File: src/rtl/sr_sequencer.sv
module sr_sequencer #(
  parameter int NOP_CYCLES  = 200,
  parameter int XSNR_CYCLES = 10
) (
  input  logic       clk,
  input  logic       rst_n,
  input  logic       enter_req,
  input  logic       exit_req,
  input  logic       clk_stable,
  output logic       cke,
  output logic [1:0] cmd,
  output logic       busy,
  output logic       rd_ok
);
  localparam int CW = $clog2(NOP_CYCLES + 1);
  localparam logic [1:0] C_NOP = 2'b00, C_SREF = 2'b01, C_REL = 2'b10;
  localparam logic [CW-1:0] LAST = CW'(NOP_CYCLES - 1);
  localparam logic [CW-1:0] XS   = CW'(XSNR_CYCLES);

  typedef enum logic [2:0] {IDLE, ENTER, IN_SR, WAIT_CLK, NOP_WIN, DONE} st_t;

  st_t           st;
  logic [CW-1:0] cnt;
  logic          up;

  always_ff @(posedge clk) begin
    if (!rst_n) begin
      st  <= IDLE;
      cnt <= '0;
      up  <= 1'b0;
    end else begin
      up <= 1'b1;
      case (st)
        IDLE:     if (enter_req) st <= ENTER;
        ENTER:    st <= IN_SR;
        IN_SR:    if (exit_req) st <= WAIT_CLK;
        WAIT_CLK: if (clk_stable) begin
                    st  <= NOP_WIN;
                    cnt <= '0;
                  end
        NOP_WIN:  if (cnt == LAST) st <= DONE;
                  else cnt <= cnt + 1'b1;
        DONE:     st <= IDLE;
        default:  st <= IDLE;
      endcase
    end
  end

  assign cke   = (st == IDLE) ? up : (st == NOP_WIN || st == DONE);
  assign busy  = (st != IDLE);
  assign rd_ok = (st == IDLE) ? up : (st == DONE);

  always_comb begin
    case (st)
      IDLE:    cmd = up ? C_REL : C_NOP;
      ENTER:   cmd = C_SREF;
      NOP_WIN: cmd = (cnt < XS) ? C_NOP : C_REL;
      DONE:    cmd = C_REL;
      default: cmd = C_NOP;
    endcase
  end
endmodule


File: config.mk
export PLATFORM = sky130hd
export DESIGN_NAME = sr_sequencer
export DESIGN_NICKNAME = d
export VERILOG_FILES = /design/src/rtl/sr_sequencer.sv
export SDC_FILE = /design/constraint.sdc
export NUM_CORES = 1
export LEC_CHECK = 0
export BUFFER_PORTS_ARGS = -buffer_cell sky130_fd_sc_hd__buf_2
export CORE_AREA = 10 10 47 49
export CTS_BUF_LIST = sky130_fd_sc_hd__clkbuf_2 sky130_fd_sc_hd__clkbuf_4 sky130_fd_sc_hd__clkbuf_8
export DETAILED_ROUTE_END_ITERATION = 8
export DIE_AREA = 0 0 57 59
export GPL_ROUTABILITY_DRIVEN = 0
export PLACE_DENSITY = 0.73
export SETUP_SLACK_MARGIN = 0.5
export SYNTH_ARGS = -nofsm -noshare
export SYNTH_HDL_FRONTEND = slang
export SYNTH_SLANG_ARGS = --single-unit
File: constraint.sdc
create_clock -name clk -period 4.45 [get_ports clk]
set_input_delay 0 -clock clk [delete_from_list [all_inputs] [get_ports clk]]
set_output_delay 0 -clock clk [all_outputs]
set_load 0.02 [all_outputs]
After elaboration in Yosys (flattened, before gate mapping). Index checks and enable logic that the tools add are counted.

$add $sub $neg: 1. Equality and inequality tests: 11. Reductions and logical operators: 6. Order comparisons: 1. Muxes and demuxes: 14.

Operators by type and width (number): 8-bit 2-to-1 mux (2); 8-bit one-hot mux with 2 select lines (1); 3-bit one-hot mux with 5 select lines (1); 3-bit 2-to-1 mux (4); 2-bit != test, second input constant (5); 8-bit by 1-bit adder with 8-bit output, second input constant (1); 8-bit equality test, second input constant (1); 8-bit by 4-bit less-than comparator with 1-bit output, second input constant (1); 2-bit one-hot mux with 4 select lines (1); 3-bit by 2-bit equality test with 1-bit output, second input constant (2); 3-bit equality test, second input constant (2); 2-bit 2-to-1 mux (2); 4-bit AND reduction (1); 3-bit by 1-bit equality test with 1-bit output, second input constant (1); 3-bit zero test (1); 1-bit 2-to-1 mux (3); 3-bit AND reduction (1); 3-bit nonzero test (1); 2-bit nonzero test (1); 1-bit logical OR (1).

Word-level logic and storage cells: 36. Output and inout port bits: 5. Register bits: 12. Input port bits: 5.

Logic depth before layout (Yosys ltp). Gate-level depths: netlist (run 1).

Depth in word-level cells: 3. Mapped depth: 6. Gate-level depth less buffers: 5.

Worst setup path after synthesis (run 1). No wires, ideal clock.

Kind: register -> register. Start point: register st[1]. End point: register cnt[5]. Arrival: 1.482 ns. Clock period less this slack: 1.604 ns. Path slack: 2.846 ns. Library setup time: 0.122 ns. Buffers on the path: 1. Stages on the path, launching flop included: 6. Data required time: 4.328 ns. Cell sequence: dfxtp_1 buf_6 or3b_4 a21o_4 and3_4 a221o_1.

Longest elaborated chain between the ends: 3. Elaborated cells between the ends (all ways): 7. Those cells by class: 4 x eq/ne; 1 x mux; 2 x reduce/logical.

Ends and longest elaborated chain: start, declared (RTL line 22) `st_t st;`; start signal, assigned (RTL line 28) `st <= IDLE;`; start signal, assigned (RTL line 34) `IDLE: if (enter_req) st <= ENTER;`; start signal, assigned (RTL line 35) `ENTER: st <= IN_SR;`; 3-bit equality test or 3-bit by 2-bit equality test with 1-bit output (tied branches) (RTL line 33) `case (st)`; 2-bit != test (no source line) or 2-bit nonzero test (tied branches); 3-bit AND reduction (no source line); end signal, assigned (RTL line 42) `else cnt <= cnt + 1'b1;`; end, declared (RTL line 23) `logic [CW-1:0] cnt;`.

Parallel ways exist; a longest one is shown, timed or not. A chain may end at the register's enable or synchronous reset.

Worst setup path in the final report (run 1).
Start point: register st[2]. End point: register cnt[5].

Same word-level chain as after synthesis.

==> results.json, run 1 <==
{
  "drt_wl_total_um": 1440,
  "grtUsageTotal": 0.0891,
  "ys_ff_latch": 12,
  "rows": 14,
  "vdd_ir_drop_max_mv": 0.185,
  "fin_hold_ws_ns": 0.0203,
  "coreArea_um2": 1400,
  "cts_tree": "done",
  "fmax_mhz": 561,
  "final.setup.tns_ns": 0,
  "n_antenna_cell": 0,
  "layout_common_cells": "dfxtp_1 (12), buf_2 (9), nor2_1 (5)",
  "cp_cell_sequence": "or3b_4 -> a21o_4 -> and3_4 -> a221o_1",
  "hold_path_class": "in2reg",
  "drive_gt1_frac": 0.264,
  "path_class": "reg2reg",
  "synth_area_um2": 704,
  "cp-start-kind": "register",
  "cts_buffers": 3,
  "rsz0062_at_grt": "no",
  "yosysUniqueCellTypes": 40,
  "syn_to_final_growth_pct": 10.8,
  "min_period_ns": 1.78,
  "cpPeakStageDelay_ns": 0.52,
  "place_inst": 98,
  "final_area_um2": 781,
  "clkTransAtPathRegs_ns": 0.08,
  "die_x_um": 57,
  "cp_max_fo": 12,
  "grt_pass1_vias": 557,
  "avgRoutedWirePerCell_um": 14.0,
  "drc": 0,
  "cp.buffers_inverters": 0,
  "tightestPinTransition_ns": 0.443,
  "vias": 601,
  "finalMaxSlewViolations": 0,
  "portBuffers": 9,
  "initial_core_util": 0.503,
  "final_antenna_net_count": 0,
  "postLayoutSetupSlackWorst_ns": 2.67,
  "synth_fp_nets": 83,
  "utilization": 0.557,
  "cts.sinks": 12,
  "root_buffer": "clkbuf_4",
  "io_pins": 10,
  "setup_viol": 0,
  "power.leakage_nw": 0.325,
  "via_per_inst": 5.83,
  "grt-ovfl-total": 0,
  "period_share": 0.401,
  "slowest_stage": "dfxtp_1",
  "status": "finished clean",
  "layout.cells.non_filler": 103,
  "yosysTopAreaCell": "dfxtp_1",
  "htreeDepth": 1,
  "fin_skew_ns": 0.00477,
  "dpl_cell_area_um2": 734,
  "synth_cells": 77,
  "cp_top_family": "simple AND/OR/NAND/NOR gates",
  "critPathCaptureType": "register",
  "postCtsSetupBuffers": 0,
  "netlist.area_leader.share": 0.341,
  "required_ns": 4.63,
  "grt_pass1_wl_um": 2420,
  "ys_top_cells_by_area": "dfxtp_1 (34%), buf_6 (3.2%), nor3b_1 (3.2%), mux2i_1 (2.8%), nand3_1 (2.8%)",
  "pre_cts_ws_ns": 2.67,
  "power_uw": 237,
  "die-area_um2": 3360,
  "crit_arrival_ns": 1.96,
  "cap_violations": 0,
  "power-per-cell-area_nw_per_um2": 304,
  "ctsLongestPathBuffers": 2,
  "avgSynthCellArea_um2": 9.15,
  "relSlewSlack": 0.701,
  "ys_seq_area_frac": 0.341,
  "dpl.hpwl_um": 1070,
  "finalNetCount": 94,
  "yosysWarnings": 0,
  "hold_viol": 0,
  "dr.pass1.iters": 4,
  "mostFrequentLayoutCell": "dfxtp_1",
  "drt-initial-drc-count": 15,
  "die_h_um": 59,
  "antenna_found_initial": 0,
  "grt_start_max_net_pins": 13,
  "clk-insertion-delay-late_ns": 0.28
}
cells in the mapped netlist:
cell type and n:
dfxtp_1 12, nor2_1 5, nand2_1 4, nand3_1 4, a21oi_1 3, a31oi_1 3
nor3b_1 3, o21ai_0 3, a21boi_0 2, and3_1 2, and3_2 2, buf_6 2
inv_1 2, mux2i_1 2, nand2b_1 2, nor3_1 2, a211o_2 1, a21o_2 1
a21o_4 1, a221o_1 1, a41oi_1 1, and3_4 1, and4b_1 1, and4bb_2 1
buf_2 1, buf_4 1, ha_1 1, mux2_2 1, nand3b_1 1, nand4b_1 1
nor2b_1 1, nor4_1 1, nor4b_1 1, nor4bb_1 1, o211a_1 1, o21a_1 1
o311ai_0 1, o41ai_1 1, or3_2 1, or3b_4 1
registers in the layout, summed over array words and instances, names as in the netlist:
name  cells
cnt       8
st        3
up        1
cells by family after synthesis:
kind of cell,Yosys count,synth area share
AO/OA/AOI/OAI,20,0.215
flip-flops,12,0.341
adder cells (fa/ha/maj),1,0.0178
multiplexers,3,0.0444
buffers and inverters,6,0.0604
AND/OR/NAND/NOR,35,0.321
report_power, final:
group | switching (mW) | internal (mW)
logic | 0.0187 | 0.0142
clock network | 0.0386 | 0.0498
registers | 0.00581 | 0.110
total | 0.0631 | 0.174
layer usage:
layer  vias up  wire, um  track usage
met3         4        83       0.0279
met5         -         0            0
met4         0        29       0.0705
met2        12       668        0.135
met1       269       661        0.101
li1        316         -            -
path summary, 6_finish.rpt:
check,start,endpoint,slack [ns],cells past startpoint
worst min-delay path,enter_req,st[0]$_SDFFE_PN0P_,0.02,3
worst max-delay path,st[2]$_SDFFE_PN0P_,cnt[5]$_SDFFE_PN0P_,2.67,4
worst min register to register,cnt[3]$_SDFFE_PN0P_,cnt[3]$_SDFFE_PN0P_,0.51,1
worst max register to register,st[2]$_SDFFE_PN0P_,cnt[5]$_SDFFE_PN0P_,2.67,4
cell type report:
class / instances / area, um2
repair buffers: 10 / 55.1
well taps: 16 / 20.0
inverters: 2 / 7.51
fillers: 139 / 621
flip-flops and latches: 12 / 240
clock buffers: 4 / 36.3
multi-input cells: 59 / 422
worst reg2reg max path, cell delays in order, from the launching register on:
cell	delay, ns
dfxtp_1	0.52
or3b_4	0.44
a21o_4	0.21
and3_4	0.18
a221o_1	0.33
what timing repair did:
action	4_1_cts	5_1_grt
hold endpoints to repair	1	0
resized for setup	0	0
hold buffers	1	0
No activity file was read; power rests on OpenSTA's default activity.
==> inputs of run 2 (changes only) <==
Settings changed: CORE_AREA 10 10 47 49 to not set, CORE_MARGIN set to 10, CORE_UTILIZATION set to 52, DIE_AREA 0 0 57 59 to not set, PLACE_DENSITY 0.73 to 0.74.
Clock period 4.45 ns to 1.5 ns, I/O delays scaled along.
==> results.json, run 2 (synthesis results as in run 1) <==
{
  "largest_register_ffs": 8,
  "utilization": 0.825,
  "vias": 738,
  "top_register": "cnt",
  "drt-initial-drc-count": 19,
  "cp_cell_sequence": "or3b_4 -> a21o_4 -> and3_4 -> a221o_1",
  "slowest_stage": "or3b_4",
  "rows": 13,
  "ctsLongestPathBuffers": 2,
  "finalNetCount": 110,
  "critPathCaptureType": "register",
  "initial_core_util": 0.548,
  "antenna_found_initial": 0,
  "mostFrequentLayoutCell": "buf_4",
  "path_class": "reg2reg",
  "final_antenna_net_count": 0,
  "clkTransAtPathRegs_ns": 0.09,
  "drive_gt1_frac": 0.592,
  "power-per-cell-area_nw_per_um2": 715,
  "postLayoutSetupSlackWorst_ns": -0.0132,
  "root_buffer": "clkbuf_4",
  "via_per_inst": 6.25,
  "hold_path_class": "in2reg",
  "finalMaxSlewViolations": 0,
  "drt_wl_total_um": 2180,
  "coreArea_um2": 1280,
  "vdd_ir_drop_max_mv": 0.504,
  "min_period_ns": 1.51,
  "nFillCells": 79,
  "cap_violations": 0,
  "cpPeakStageDelay_ns": 0.40,
  "grt-ovfl-total": 0,
  "rsz0062_at_grt": "yes",
  "final.setup.tns_ns": -0.0152,
  "grt_pass1_wl_um": 3410,
  "period_share": 1.01,
  "cts.sinks": 12,
  "io_pins": 10,
  "place_inst": 108,
  "fin_skew_ns": 0.00646,
  "portBuffers": 9,
  "layout.cells.non_filler": 118,
  "tightestPinTransition_ns": 0.293,
  "hold_viol": 0,
  "die_x_um": 56.8,
  "avgRoutedWirePerCell_um": 18.4,
  "dr.pass1.iters": 4,
  "layout_common_cells": "buf_4 (17), dfxtp_2 (7), buf_2 (5)",
  "grtUsageTotal": 0.127,
  "required_ns": 1.67,
  "die_h_um": 56.8,
  "cts_buffers": 3,
  "dpl.hpwl_um": 1250,
  "htreeDepth": 1,
  "relSlewSlack": 0.804,
  "fmax_mhz": 661,
  "clk-insertion-delay-late_ns": 0.28,
  "crit_arrival_ns": 1.68,
  "die-area_um2": 3230,
  "cp-start-kind": "register",
  "power.leakage_nw": 0.439,
  "grt_pass1_vias": 742,
  "syn_to_final_growth_pct": 50.4,
  "n_antenna_cell": 0,
  "cts_tree": "done",
  "status": "complete, but fails checks",
  "cp_max_fo": 4,
  "drc": 0,
  "top_regs": "cnt (8), st (3), up (1)",
  "violations": "negative setup slack",
  "grt_start_max_net_pins": 12,
  "setup_viol": 2
}
## run 2: cell types whose count changed in the layout (fill, tap and decap cells not counted), moves of 2 or more
| cell | delta |
|---|---|
| buf_4 | +17 |
| dfxtp_1 | -8 |
| dfxtp_2 | +7 |
| buf_2 | -4 |
| buf_6 | +3 |
| a21boi_0 | -2 |
| and3_2 | -2 |
| and3_4 | +2 |
| o21ai_0 | -2 |
| o21ai_1 | +2 |
## run 2: where the power goes
group	internal, mW	switching [mW]	total [mW]
Clock	0.148	0.120	0.267
Sequential	0.326	0.00549	0.331
Combinational	0.0747	0.0844	0.159
Total	0.548	0.209	0.758
## run 2: worst paths after layout
path	startpoint	end	slack (ns)	cells past startpoint
hold reg to reg	cnt[3]$_SDFFE_PN0P_	cnt[3]$_SDFFE_PN0P_	0.53	1
setup / recovery	st[2]$_SDFFE_PN0P_	cnt[5]$_SDFFE_PN0P_	-0.01	4
setup reg to reg	st[2]$_SDFFE_PN0P_	cnt[5]$_SDFFE_PN0P_	-0.01	4
hold / removal	enter_req	st[0]$_SDFFE_PN0P_	0.01	3
## run 2: repair_timing
action                                  in CTS  in global routing
pin swaps                                    5                  4
hold buffers                                 1                  0
hold endpoints to repair                     1                  0
resized for setup                           24                 16
endpoints found under the setup margin      15                 15
setup buffers                                5                  0
cloned                                       0                  0
## run 2: per-layer routing
layer / part of all wire / global-route usage / vias up
met1: 0.42 / 0.145 / 356
met2: 0.49 / 0.205 / 26
li1: - / - / 346
met5: 0 / 0 / -
met3: 0.049 / 0.0337 / 10
met4: 0.034 / 0.0738 / 0
## run 2: worst max-delay path, delay by kind of cell (launching register included)
family | cells | cell delay [ns]
AO/OA/AOI/OAI | 2 | 0.51
AND/OR/NAND/NOR | 2 | 0.56
flip-flops | 1 | 0.34
## run 2: metrics by stage
| stage | power [mW] | cell area, um2 | worst slack [ns] | hold WS [ns] |
|---|---|---|---|---|
| finish | 0.758 | 1060 | -0.0132 | 0.0133 |
| floorplan | 0.426 | 718 | -0.0796 | 0.0277 |
| CTS | 0.741 | 985 | 0.0149 | 0.00353 |
| global placement | 0.457 | 827 | -0.00954 | 0.215 |
| detailed placement | 0.460 | 827 | -0.0520 | 0.214 |
| global route | 0.787 | 1060 | -0.0625 | 0.0301 |
## run 2: cell type report
| class | instances | area [um2] | share of cell area |
|---|---|---|---|
| Tap cell | 15 | 18.8 | 0.0177 |
| Clock buffer | 4 | 36.3 | 0.0342 |
| Inverter | 2 | 7.51 | 0.00708 |
| Sequential cell | 12 | 253 | 0.238 |
| Timing Repair Buffer | 26 | 196 | 0.185 |
| Multi-Input combinational cell | 59 | 548 | 0.517 |
==> inputs of run 3 (changes only) <==
Settings changed: ABC_AREA set to 1, SKIP_LAST_GASP set to 1.
==> results.json, run 3 <==
{
  "cts.sinks": 12,
  "vdd_ir_drop_max_mv": 1.53,
  "synth_area_um2": 767,
  "yosysUniqueCellTypes": 23,
  "final.setup.tns_ns": 0,
  "pwr-share-seq": 0.240,
  "syn_to_final_growth_pct": 45.5,
  "die-area_um2": 3410,
  "r2r_end": "cnt[4]$_SDFFE_PN0P_",
  "synth_cells": 118,
  "rows": 13,
  "n_antenna_cell": 0,
  "drt_wl_total_um": 2260,
  "rsz0062_at_grt": "yes",
  "grt-ovfl-total": 0,
  "power.leakage_nw": 0.504,
  "r2r_start": "st[1]$_SDFFE_PN0P_",
  "status": "finished clean",
  "required_ns": 1.50,
  "io_pins": 10,
  "setup_viol": 0,
  "final_antenna_net_count": 0,
  "yosysMostFrequentCell": "nand2_1",
  "path_class": "reg2out",
  "pre_cts_ws_ns": 0.204,
  "cts_buffers": 3,
  "cts_tree": "done",
  "postLayoutSetupSlackWorst_ns": 0.167,
  "finalNetCount": 148,
  "power-per-cell-area_nw_per_um2": 2160,
  "critPathCaptureType": "output port",
  "die_x_um": 58.4,
  "mostFrequentLayoutCell": "nand2_1",
  "fmax_mhz": 750,
  "nFillCells": 76,
  "ys_top_cells_by_area": "dfxtp_1 (31%), nand2_1 (16%), inv_1 (8.3%), a21oi_1 (7.2%), nor2_1 (6.4%)",
  "synth-edff-count": 0,
  "synth_fp_nets": 124,
  "drive_gt1_frac": 0.348,
  "cp_max_fo": 6,
  "cp-start-kind": "register",
  "clk-insertion-delay-late_ns": 0.28,
  "finalMaxSlewViolations": 0,
  "grt_start_max_net_pins": 9,
  "synthTopCellsByCount": "nand2_1 (32), inv_1 (17), nor2_1 (13)",
  "p_int_mw": 1.27,
  "min_period_ns": 1.33,
  "reg2reg_slack_ns": 0.17,
  "avgRoutedWirePerCell_um": 14.5,
  "period_share": 0.889,
  "ys_seq_area_frac": 0.313,
  "portBuffers": 9,
  "via_per_inst": 5.74,
  "dpl.hpwl_um": 1420,
  "layout_common_cells": "nand2_1 (28), inv_1 (15), nor2_1 (11), a21oi_1 (11)",
  "htreeDepth": 1,
  "ctsLongestPathBuffers": 2,
  "yosysTopAreaCell": "dfxtp_1",
  "power_mw": 2.41,
  "tightestPinTransition_ns": 0.298,
  "ys_ff_latch": 12,
  "grt_pass1_vias": 882,
  "hold_viol": 0,
  "power_frac_comb": 0.651,
  "root_buffer": "clkbuf_4",
  "use_met3": 0.0386,
  "busiest_layer": "met2",
  "cap_violations": 0,
  "crit_path_end": "cmd[1]",
  "rr_worst_depth": 7,
  "p_sw_mw": 1.14,
  "drt-initial-drc-count": 44,
  "async_reset_ff_frac": 0,
  "yosysWarnings": 0,
  "swShare": 0.474,
  "clkTransAtPathRegs_ns": 0.07,
  "crit_arrival_ns": 1.33,
  "antenna_found_initial": 0,
  "fin_skew_ns": 0.0157,
  "die_h_um": 58.4,
  "coreArea_um2": 1350,
  "cp-startpoint": "st[1]$_SDFFE_PN0P_",
  "initial_core_util": 0.568,
  "grtUsageTotal": 0.130,
  "largest_register_ffs": 8,
  "top_register": "cnt",
  "drc": 0,
  "hold_path_class": "in2reg",
  "relSlewSlack": 0.800,
  "top_regs": "cnt (8), st (3), up (1)",
  "grt_use_met2": 0.217,
  "gr-usage-met1": 0.152,
  "synth_flop_cell": "dfxtp_1",
  "dr.pass1.iters": 4,
  "avgSynthCellArea_um2": 6.50,
  "grt_pass1_wl_um": 3690,
  "vias": 895,
  "netlist.area_leader.share": 0.313,
  "p_clk_frac": 0.109
}
==> run 3: cell count changes after synthesis, moves of 3 or more <==
| cell | previous run | this run |
|---|---|---|
| o21ai_0 | 3 | 6 |
| nand4_1 | 0 | 3 |
| inv_1 | 2 | 17 |
| a21oi_1 | 3 | 11 |
| nand2_1 | 4 | 32 |
| nor3b_1 | 3 | 0 |
| nand3_1 | 4 | 8 |
| nor2_1 | 5 | 13 |
==> run 3: timing repair <==
action	in CTS	in global routing
hold buffers	1	0
setup endpoints to repair	16	16
gates cloned	1	0
endpoints found under the hold margin	1	0
resized for setup	18	9
setup buffers	5	3
pin swaps	8	6
==> run 3: cell families (layout without fill, tap and decap cells) <==
family | count (synthesis) | count (layout) | share of synthesized area
flip-flops | 12 | 12 | 0.313
XOR/XNOR | 1 | 1 | 0.0114
AND/OR/NAND/NOR | 65 | 66 | 0.416
buffers and inverters | 19 | 41 | 0.103
adder cells (fa/ha/maj) | 1 | 1 | 0.0163
AO/OA/AOI/OAI | 20 | 20 | 0.140
==> run 3: worst min path at each step <==
| stage | startpoint | end | slack (ns) | cells past startpoint |
|---|---|---|---|---|
| after floorplan | rst_n | up$_DFF_P_ | 0.03 | 0 |
| after global placement | rst_n | up$_DFF_P_ | 0.22 | 1 |
| after detailed placement | rst_n | up$_DFF_P_ | 0.23 | 1 |
| after CTS | enter_req | st[1]$_SDFFE_PN0P_ | 0.1 | 4 |
| after global routing | clk_stable | st[0]$_SDFFE_PN0P_ | 0.13 | 4 |
| final | enter_req | st[1]$_SDFFE_PN0P_ | 0.11 | 4 |
==> run 3: power groups by stage <==
stage               Sequential, mW  Clock (mW)  Combinational [mW]
floorplan                    0.547           0               0.826
global placement             0.571           0                1.03
detailed placement           0.578           0                1.03
CTS                          0.571       0.267                1.35
global route                 0.593       0.283                1.71
finish                       0.579       0.263                1.57
==> run 3: stage by stage <==
| step | instance area, um2 | util | hold slack [ns] | std cells |
|---|---|---|---|---|
| after global placement | 885 | 0.655 | 0.217 | 142 |
| after floorplan | 825 | - | 0.0277 | 118 |
| after global routing | 1120 | 0.827 | 0.127 | 156 |
| final | 1120 | 0.827 | 0.113 | 156 |
| after CTS | 1050 | 0.778 | 0.0970 | 153 |
| after detailed placement | 885 | 0.655 | 0.225 | 142 |
==> run 3: worst max-delay path: stages, from the launching register on <==
cell     delay, ns
dfxtp_4       0.37
nor2_4        0.15
nand3_4       0.12
nand2_4       0.09
inv_4         0.03
a41oi_4       0.16
buf_6         0.14
==> run 3: final cells by class <==
class	instances	area [um2]	share of cell area
Timing Repair Buffer	19	158	0.141
Tap cell	15	18.8	0.0168
Multi-Input combinational cell	88	577	0.517
Inverter	18	72.6	0.0650
Sequential cell	12	254	0.228
Clock buffer	4	36.3	0.0325
==> run 3: layer usage <==
layer	wire (um)	part of all wire
met1	934	0.41
met2	1070	0.47
met3	220	0.097
met4	39	0.017
met5	0	0
